## src/rtl/dcc_pkg.sv

```systemverilog
package dcc_pkg;
  localparam int DONE_B  = 0;
  localparam int DREQ_B  = 1;
  localparam int SG_B    = 2;
  localparam int LINK_B  = 3;
  localparam int LCH_LSB = 4;

  typedef struct packed {
    logic link_en;
    logic sg_en;
    logic dreq;
    logic done;
  } dcc_flags_t;
endpackage

```

## src/rtl/dcc_ctrl_word.sv

```systemverilog
module dcc_ctrl_word
  import dcc_pkg::*;
#(
  parameter int CH_W = 5
) (
  input  logic            clk,
  input  logic            rst_n,
  input  logic            set_done,
  input  logic            clr_done,
  input  logic            wr_ctrl,
  input  logic            wr_done,
  input  logic            wr_dreq,
  input  logic            wr_sg,
  input  logic            wr_link,
  input  logic [CH_W-1:0] wr_lch,
  output dcc_flags_t      flags_q,
  output logic [CH_W-1:0] lch_q
);
  dcc_flags_t      flags_n;
  logic [CH_W-1:0] lch_n;
  logic            done_mid;
  logic            done_wr;

  // Order inside one cycle: retire sets, start clears, then the write.
  always_comb begin
    done_mid = (flags_q.done | set_done) & ~clr_done;
    done_wr  = done_mid & wr_done;
    flags_n  = flags_q;
    lch_n    = lch_q;
    flags_n.done = done_mid;
    if (wr_ctrl) begin
      flags_n.done = done_wr;
      flags_n.dreq = wr_dreq;
      lch_n        = wr_lch;
      if (done_wr) begin
        flags_n.link_en = 1'b0;
        flags_n.sg_en   = 1'b0;
      end else begin
        flags_n.link_en = wr_link;
        flags_n.sg_en   = wr_sg;
      end
    end
  end

  always_ff @(posedge clk or negedge rst_n) begin
    if (!rst_n) begin
      flags_q <= '0;
      lch_q   <= '0;
    end else begin
      flags_q <= flags_n;
      lch_q   <= lch_n;
    end
  end

  a_r2_enables_masked: assert property (@(posedge clk) disable iff (!rst_n)
    (wr_ctrl && wr_done && flags_q.done && !clr_done) |=> (!flags_q.link_en && !flags_q.sg_en));

  a_r3_clear_keeps_enables: assert property (@(posedge clk) disable iff (!rst_n)
    (wr_ctrl && !wr_done) |=>
      (!flags_q.done && flags_q.link_en == $past(wr_link) && flags_q.sg_en == $past(wr_sg)));

  a_r4_lch_readback: assert property (@(posedge clk) disable iff (!rst_n)
    wr_ctrl |=> (lch_q == $past(wr_lch)));

  a_r5_start_clears: assert property (@(posedge clk) disable iff (!rst_n)
    clr_done |=> !flags_q.done);

  a_r11_no_sw_set: assert property (@(posedge clk) disable iff (!rst_n)
    (!flags_q.done && !set_done) |=> !flags_q.done);
endmodule

```

## src/rtl/dcc_retire.sv

```systemverilog
module dcc_retire
  import dcc_pkg::*;
#(
  parameter int CH_W = 5
) (
  input  logic            clk,
  input  logic            rst_n,
  input  logic            retire,
  input  dcc_flags_t      flags_q,
  input  logic [CH_W-1:0] lch_q,
  output logic            set_done,
  output logic            sg_reload,
  output logic            link_req,
  output logic [CH_W-1:0] link_ch_out
);
  logic take_sg;
  logic take_link;

  // Enables are sampled from storage only here, at retire time.
  always_comb begin
    take_sg   = retire & flags_q.sg_en;
    set_done  = retire & ~flags_q.sg_en;
    take_link = set_done & flags_q.link_en;
  end

  always_ff @(posedge clk or negedge rst_n) begin
    if (!rst_n) begin
      sg_reload   <= 1'b0;
      link_req    <= 1'b0;
      link_ch_out <= '0;
    end else begin
      sg_reload <= take_sg;
      link_req  <= take_link;
      if (take_link) link_ch_out <= lch_q;
    end
  end

  a_r6_reload_pulse: assert property (@(posedge clk) disable iff (!rst_n)
    (retire && flags_q.sg_en) |=> (sg_reload && !link_req));

  a_r6_strobes_exclusive: assert property (@(posedge clk) disable iff (!rst_n)
    !(sg_reload && link_req));

  a_r7_link_pulse: assert property (@(posedge clk) disable iff (!rst_n)
    (retire && !flags_q.sg_en && flags_q.link_en) |=> (link_req && link_ch_out == $past(lch_q)));

  a_r7_no_link_unarmed: assert property (@(posedge clk) disable iff (!rst_n)
    (!retire || !flags_q.link_en) |=> !link_req);
endmodule

```

## src/rtl/dcc_act_gate.sv

```systemverilog
module dcc_act_gate (
  input  logic clk,
  input  logic rst_n,
  input  logic retire,
  input  logic dreq_q,
  input  logic wr_ctrl,
  input  logic wr_dreq,
  input  logic hw_req,
  output logic act_req
);
  logic blocked_q;
  logic blocked_n;

  always_comb begin
    blocked_n = blocked_q | (retire & dreq_q);
    if (wr_ctrl && !wr_dreq) blocked_n = 1'b0;
    act_req = hw_req & ~blocked_q;
  end

  always_ff @(posedge clk or negedge rst_n) begin
    if (!rst_n) blocked_q <= 1'b0;
    else        blocked_q <= blocked_n;
  end

  a_r9_blocked_after_retire: assert property (@(posedge clk) disable iff (!rst_n)
    (retire && dreq_q && !(wr_ctrl && !wr_dreq)) |=> !act_req);

  a_r9_stay_blocked: assert property (@(posedge clk) disable iff (!rst_n)
    (blocked_q && !(wr_ctrl && !wr_dreq)) |=> !act_req);
endmodule

```

## src/rtl/dsc_coherency_ctrl.sv

```systemverilog
module dsc_coherency_ctrl
  import dcc_pkg::*;
#(
  parameter  int CH_W      = 5,
  parameter  int ADDR_W    = 3,
  parameter  int CTRL_ADDR = 7,
  localparam int WORD_W    = CH_W + LCH_LSB
) (
  input  logic              clk,
  input  logic              rst_n,
  input  logic              wr_en,
  input  logic [ADDR_W-1:0] wr_addr,
  input  logic [WORD_W-1:0] wr_data,
  input  logic [ADDR_W-1:0] rd_addr,
  output logic [WORD_W-1:0] rd_data,
  input  logic              eng_start,
  input  logic              eng_retire,
  input  logic              hw_req,
  output logic              act_req,
  output logic              sg_reload,
  output logic              link_req,
  output logic [CH_W-1:0]   link_ch_out
);
  localparam logic [ADDR_W-1:0] CTRL_A = ADDR_W'(CTRL_ADDR);

  logic            wr_ctrl;
  logic            set_done;
  dcc_flags_t      flags_q;
  logic [CH_W-1:0] lch_q;

  assign wr_ctrl = wr_en && (wr_addr == CTRL_A);

  dcc_ctrl_word #(.CH_W(CH_W)) u_word (
    .clk      (clk),
    .rst_n    (rst_n),
    .set_done (set_done),
    .clr_done (eng_start),
    .wr_ctrl  (wr_ctrl),
    .wr_done  (wr_data[DONE_B]),
    .wr_dreq  (wr_data[DREQ_B]),
    .wr_sg    (wr_data[SG_B]),
    .wr_link  (wr_data[LINK_B]),
    .wr_lch   (wr_data[LCH_LSB +: CH_W]),
    .flags_q  (flags_q),
    .lch_q    (lch_q)
  );

  dcc_retire #(.CH_W(CH_W)) u_retire (
    .clk         (clk),
    .rst_n       (rst_n),
    .retire      (eng_retire),
    .flags_q     (flags_q),
    .lch_q       (lch_q),
    .set_done    (set_done),
    .sg_reload   (sg_reload),
    .link_req    (link_req),
    .link_ch_out (link_ch_out)
  );

  dcc_act_gate u_gate (
    .clk     (clk),
    .rst_n   (rst_n),
    .retire  (eng_retire),
    .dreq_q  (flags_q.dreq),
    .wr_ctrl (wr_ctrl),
    .wr_dreq (wr_data[DREQ_B]),
    .hw_req  (hw_req),
    .act_req (act_req)
  );

  always_comb begin
    rd_data = '0;
    if (rd_addr == CTRL_A) begin
      rd_data[DONE_B] = flags_q.done;
      rd_data[DREQ_B] = flags_q.dreq;
      rd_data[SG_B]   = flags_q.sg_en;
      rd_data[LINK_B] = flags_q.link_en;
      for (int i = 0; i < CH_W; i++) rd_data[LCH_LSB+i] = lch_q[i];
    end
  end

  a_r8_write_after_retire: assert property (@(posedge clk) disable iff (!rst_n)
    (eng_retire && wr_ctrl && !flags_q.sg_en && !eng_start && wr_data[DONE_B])
      |=> (!flags_q.link_en && !flags_q.sg_en && flags_q.done));

  a_r1_foreign_write: assert property (@(posedge clk) disable iff (!rst_n)
    (!wr_ctrl && !eng_retire && !eng_start) |=> $stable(flags_q) && $stable(lch_q));
endmodule

```

## config.mk

```make
export PLATFORM = sky130hd
export DESIGN_NAME = dsc_coherency_ctrl
export DESIGN_NICKNAME = d
export VERILOG_FILES = /design/src/rtl/dcc_pkg.sv /design/src/rtl/dcc_ctrl_word.sv /design/src/rtl/dcc_retire.sv /design/src/rtl/dcc_act_gate.sv /design/src/rtl/dsc_coherency_ctrl.sv
export SDC_FILE = /design/constraint.sdc
export NUM_CORES = 1
export LEC_CHECK = 0
export ABC_AREA = 0
export BUFFER_PORTS_ARGS = -buffer_cell sky130_fd_sc_hd__buf_2
export CORE_MARGIN = 5
export CORE_UTILIZATION = 39
export DETAILED_ROUTE_END_ITERATION = 8
export GPL_ROUTABILITY_DRIVEN = 0
export PLACE_DENSITY_LB_ADDON = 0.05
export SLEW_MARGIN = 20
export SYNTH_ARGS = -nofsm -noshare
export SYNTH_HDL_FRONTEND = slang
export SYNTH_SLANG_ARGS = --single-unit
```

## constraint.sdc

```tcl
create_clock -name clk -period 1.7 [get_ports clk]
set_clock_uncertainty 0.1 [all_clocks]
set_input_delay 0.17 -clock clk [delete_from_list [all_inputs] [get_ports clk]]
set_output_delay 0.17 -clock clk [all_outputs]
set_load 0.02 [all_outputs]
```

==> results.md <==
* Distinct cells, synth at 19
* Yosys top cell by area: dfrtp_1
* H-tree depth at 1
* Post-synth top area share at 0.543
* Worst Max-Slew Pin Slew at 0.416 ns
* Cell Int Power at 0.000811 W
* Vias per cell at around 4.6
* Routed WL per cell at 12.7 µm
* Hold Fails Final Rpt at 0
* Area growth syn-to-layout at 33.4%
* Clk pin slew, worst setup/hold paths at 0.10 ns
* Synth Warn # at 0
* Initial DRT Pass Iterations at 4
* TritonCTS clock tree: done
* Placement row count at 16
* Initial antenna violation count at 0
* Number of global-route vias before repair at between 500 and 600
* Layout cells sized above 1 at 0.570
* Worst Reg-to-Reg Cells at 3
* Final core occ at 0.538
* Critical Path AT at 1.03 ns
* Slew Viols, Final at 0
* RSZ-0062 raised after global routing: no
* Max-cap violations at 0
* Clock root buffer: clkbuf_4
* Worst-path maximum fanout at 4
* Final period utilization at 0.765
* Switching Share at 0.320
* CP Launch Type: flop
* Fraction of registers with async set or reset after synthesis at 1.00
* Dpl cells at 120
* Via count at approximately 580
* Initial Util at 0.403
* PortBufs at 37
* Worst hold path type: input pin to flop
* Reg power frac at 0.485
* Die Y at 54.8 µm
* Synth Area per Inst at approximately 14 µm²
* Power Density at 1140 nW/µm²
* Total gr overflow at 0
* First-pass GRT wire length at 2450 µm
* Worst Setup End Kind: output port
* Hold Buf Count CTS at 3
* Synth Flop Type: dfrtp_1
* Peak Freq at ~0.77 GHz
* Initial drt markers at 8
* Post-Syn Nets at 79
* Hold Path Depth at 2
* Sw Pwr at about 0.00038 W
* # DRC at 0
* Total track usage at 0.119
* Floorplan Core Area at ~2000 µm²
* Final cell count without fillers at 127
* Antenna-violating nets left at 0
* Deepest clock path buffer count at 2
* Worst vdd ir at 616 µV
* Setup Buffers After CTS at 0
* Routed Wire Length at ~1600 µm
* Post-Syn Instances at 58
* P_leak at between 0.6 and 0.7 nW
* Largest net degree at the start of global routing at 18
* Die area at roughly 3000 µm²
* Cts repair resizes at 0
* CP required at roughly 1.4 ns
* Tmin final at 1.30 ns
* Most common cell in the netlist: dfrtp_1
* Num CTS Buffers at 3
* Comb pwr share at 0.333
* Clock sinks at 17
* Clock share of power at 0.182
* Dpl hpwl at ~1200 µm
* Final Net Count at 122
* Synthesized area at 783 µm²
* Setup_tns at 0 ns
* Top Ports at 38
* Post-synth EDFFs at 0
* Antenna cell count at 0
* Post-synthesis sequential area ratio at 0.543
* Yosys reg bits at 17
* Synth area leaders: dfrtp_1 (54%), mux2_4 (17%), and2_1 (7.2%)
* Critical Setup Path Class: flop to output port
* Max_slew headroom at 0.722
* Most frequent cells after synthesis: dfrtp_1 (17), and2_1 (9), mux2_4 (9)
* Status: finished clean
* Clock Latency Late Sink at between 0.2 and 0.3 ns
* Design Power at 0.00119 W
* Final Setup Violations at 0
* Die W at 54.8 µm
==> kinds of logic (layout without fill, tap and decap cells) <==
logic type             Yosys count  after routing  share of synthesized area
AND/OR/NAND/NOR                 19             19                      0.165
flip-flops                      17             17                      0.543
multiplexers                    11             11                      0.201
buffers and inverters            6             48                     0.0383
AO/OA/AOI/OAI                    5              5                     0.0527
==> worst max-delay path, cell delays in order, from the launching register on <==
cell and delay, ns:
dfrtp_1 0.44, and2_1 0.15, buf_2 0.15
==> placed cells by master, fill, tap and decap left out <==
master / Yosys / final
a21oi_1: 1 / 1
and2_1: 9 / 9
and2_2: 1 / 1
and3_1: 1 / 1
buf_2: 0 / 37
clkbuf_4: 0 / 3
clkinv_2: 0 / 1
dfrtp_1: 17 / 17
dlygate4sd3_1: 0 / 3
inv_1: 4 / 4
mux2_2: 2 / 2
mux2_4: 9 / 9
nand2_1: 2 / 2
nand2_4: 1 / 1
nand4_2: 1 / 1
nor2_1: 2 / 2
nor2b_1: 1 / 1
nor2b_4: 1 / 1
o211a_1: 1 / 1
o221a_2: 1 / 1
o31ai_1: 2 / 2
==> through the flow <==
stage | hold slack [ns] | cell area, µm² | setup slack (ns)
2_1_floorplan | -0.226 | 783 | 0.539
3_3_place_gp | 0.0143 | 987 | 0.446
3_5_place_dp | 0.0107 | 987 | 0.442
4_1_cts | 0.00333 | 1040 | 0.385
5_1_grt | 0.00126 | 1040 | 0.348
6_report | 0.00473 | 1040 | 0.400
==> path summary, 6_finish.rpt <==
check,start,endpoint,slack (ns)
worst max register to register,u_word.flags_q[2]$_DFFE_PN0P_,u_retire.link_ch_out[4]$_DFFE_PN0P_,0.46
min in group asynchronous,rst_n,u_word.lch_q[2]$_DFFE_PN0P_,0.21
max in group asynchronous,rst_n,u_word.flags_q[1]$_DFFE_PN0P_,1.01
worst max-delay path,u_word.flags_q[2]$_DFFE_PN0P_,rd_data[2],0.40
worst min-delay path,wr_data[7],u_word.lch_q[3]$_DFFE_PN0P_,0.005
worst min register to register,u_retire.link_ch_out[4]$_DFFE_PN0P_,u_retire.link_ch_out[4]$_DFFE_PN0P_,0.42
==> sequential cells by signal, summed over array words and instances, names as in the netlist <==
signal	flops
u_retire.link_req	1
u_retire.link_ch_out	5
u_gate.blocked_q	1
u_word.lch_q	5
u_word.flags_q	4
u_retire.sg_reload	1
==> area by class of cell <==
type / count / area (µm²)
Timing Repair Buffer: 40 / 215
Sequential cell: 17 / 425
Multi-Input combinational cell: 35 / 328
Clock inverter: 1 / 5.00
Clock buffer: 3 / 22.5
Tap cell: 27 / 33.8
Fill cell: 193 / 897
Inverter: 4 / 15.0
==> power groups by stage <==
stage	clock, W	sequential, W	combinational (W)
floorplan	0	0.000661	0.000192
global placement	0	0.000585	0.000391
detailed placement	0	0.000589	0.000396
CTS	0.000223	0.000581	0.000404
global route	0.000234	0.000594	0.000427
finish	0.000217	0.000579	0.000397
==> metal layers <==
metal | GRT usage | vias up | wire length (µm)
li1 | - | 278 | -
met1 | 0.131 | 281 | 649
met2 | 0.213 | 22 | 849
met3 | 0.0490 | 0 | 120
met4 | 0.0249 | 0 | 0
met5 | 0 | - | 0
No activity file was read; power rests on OpenSTA's default activity.
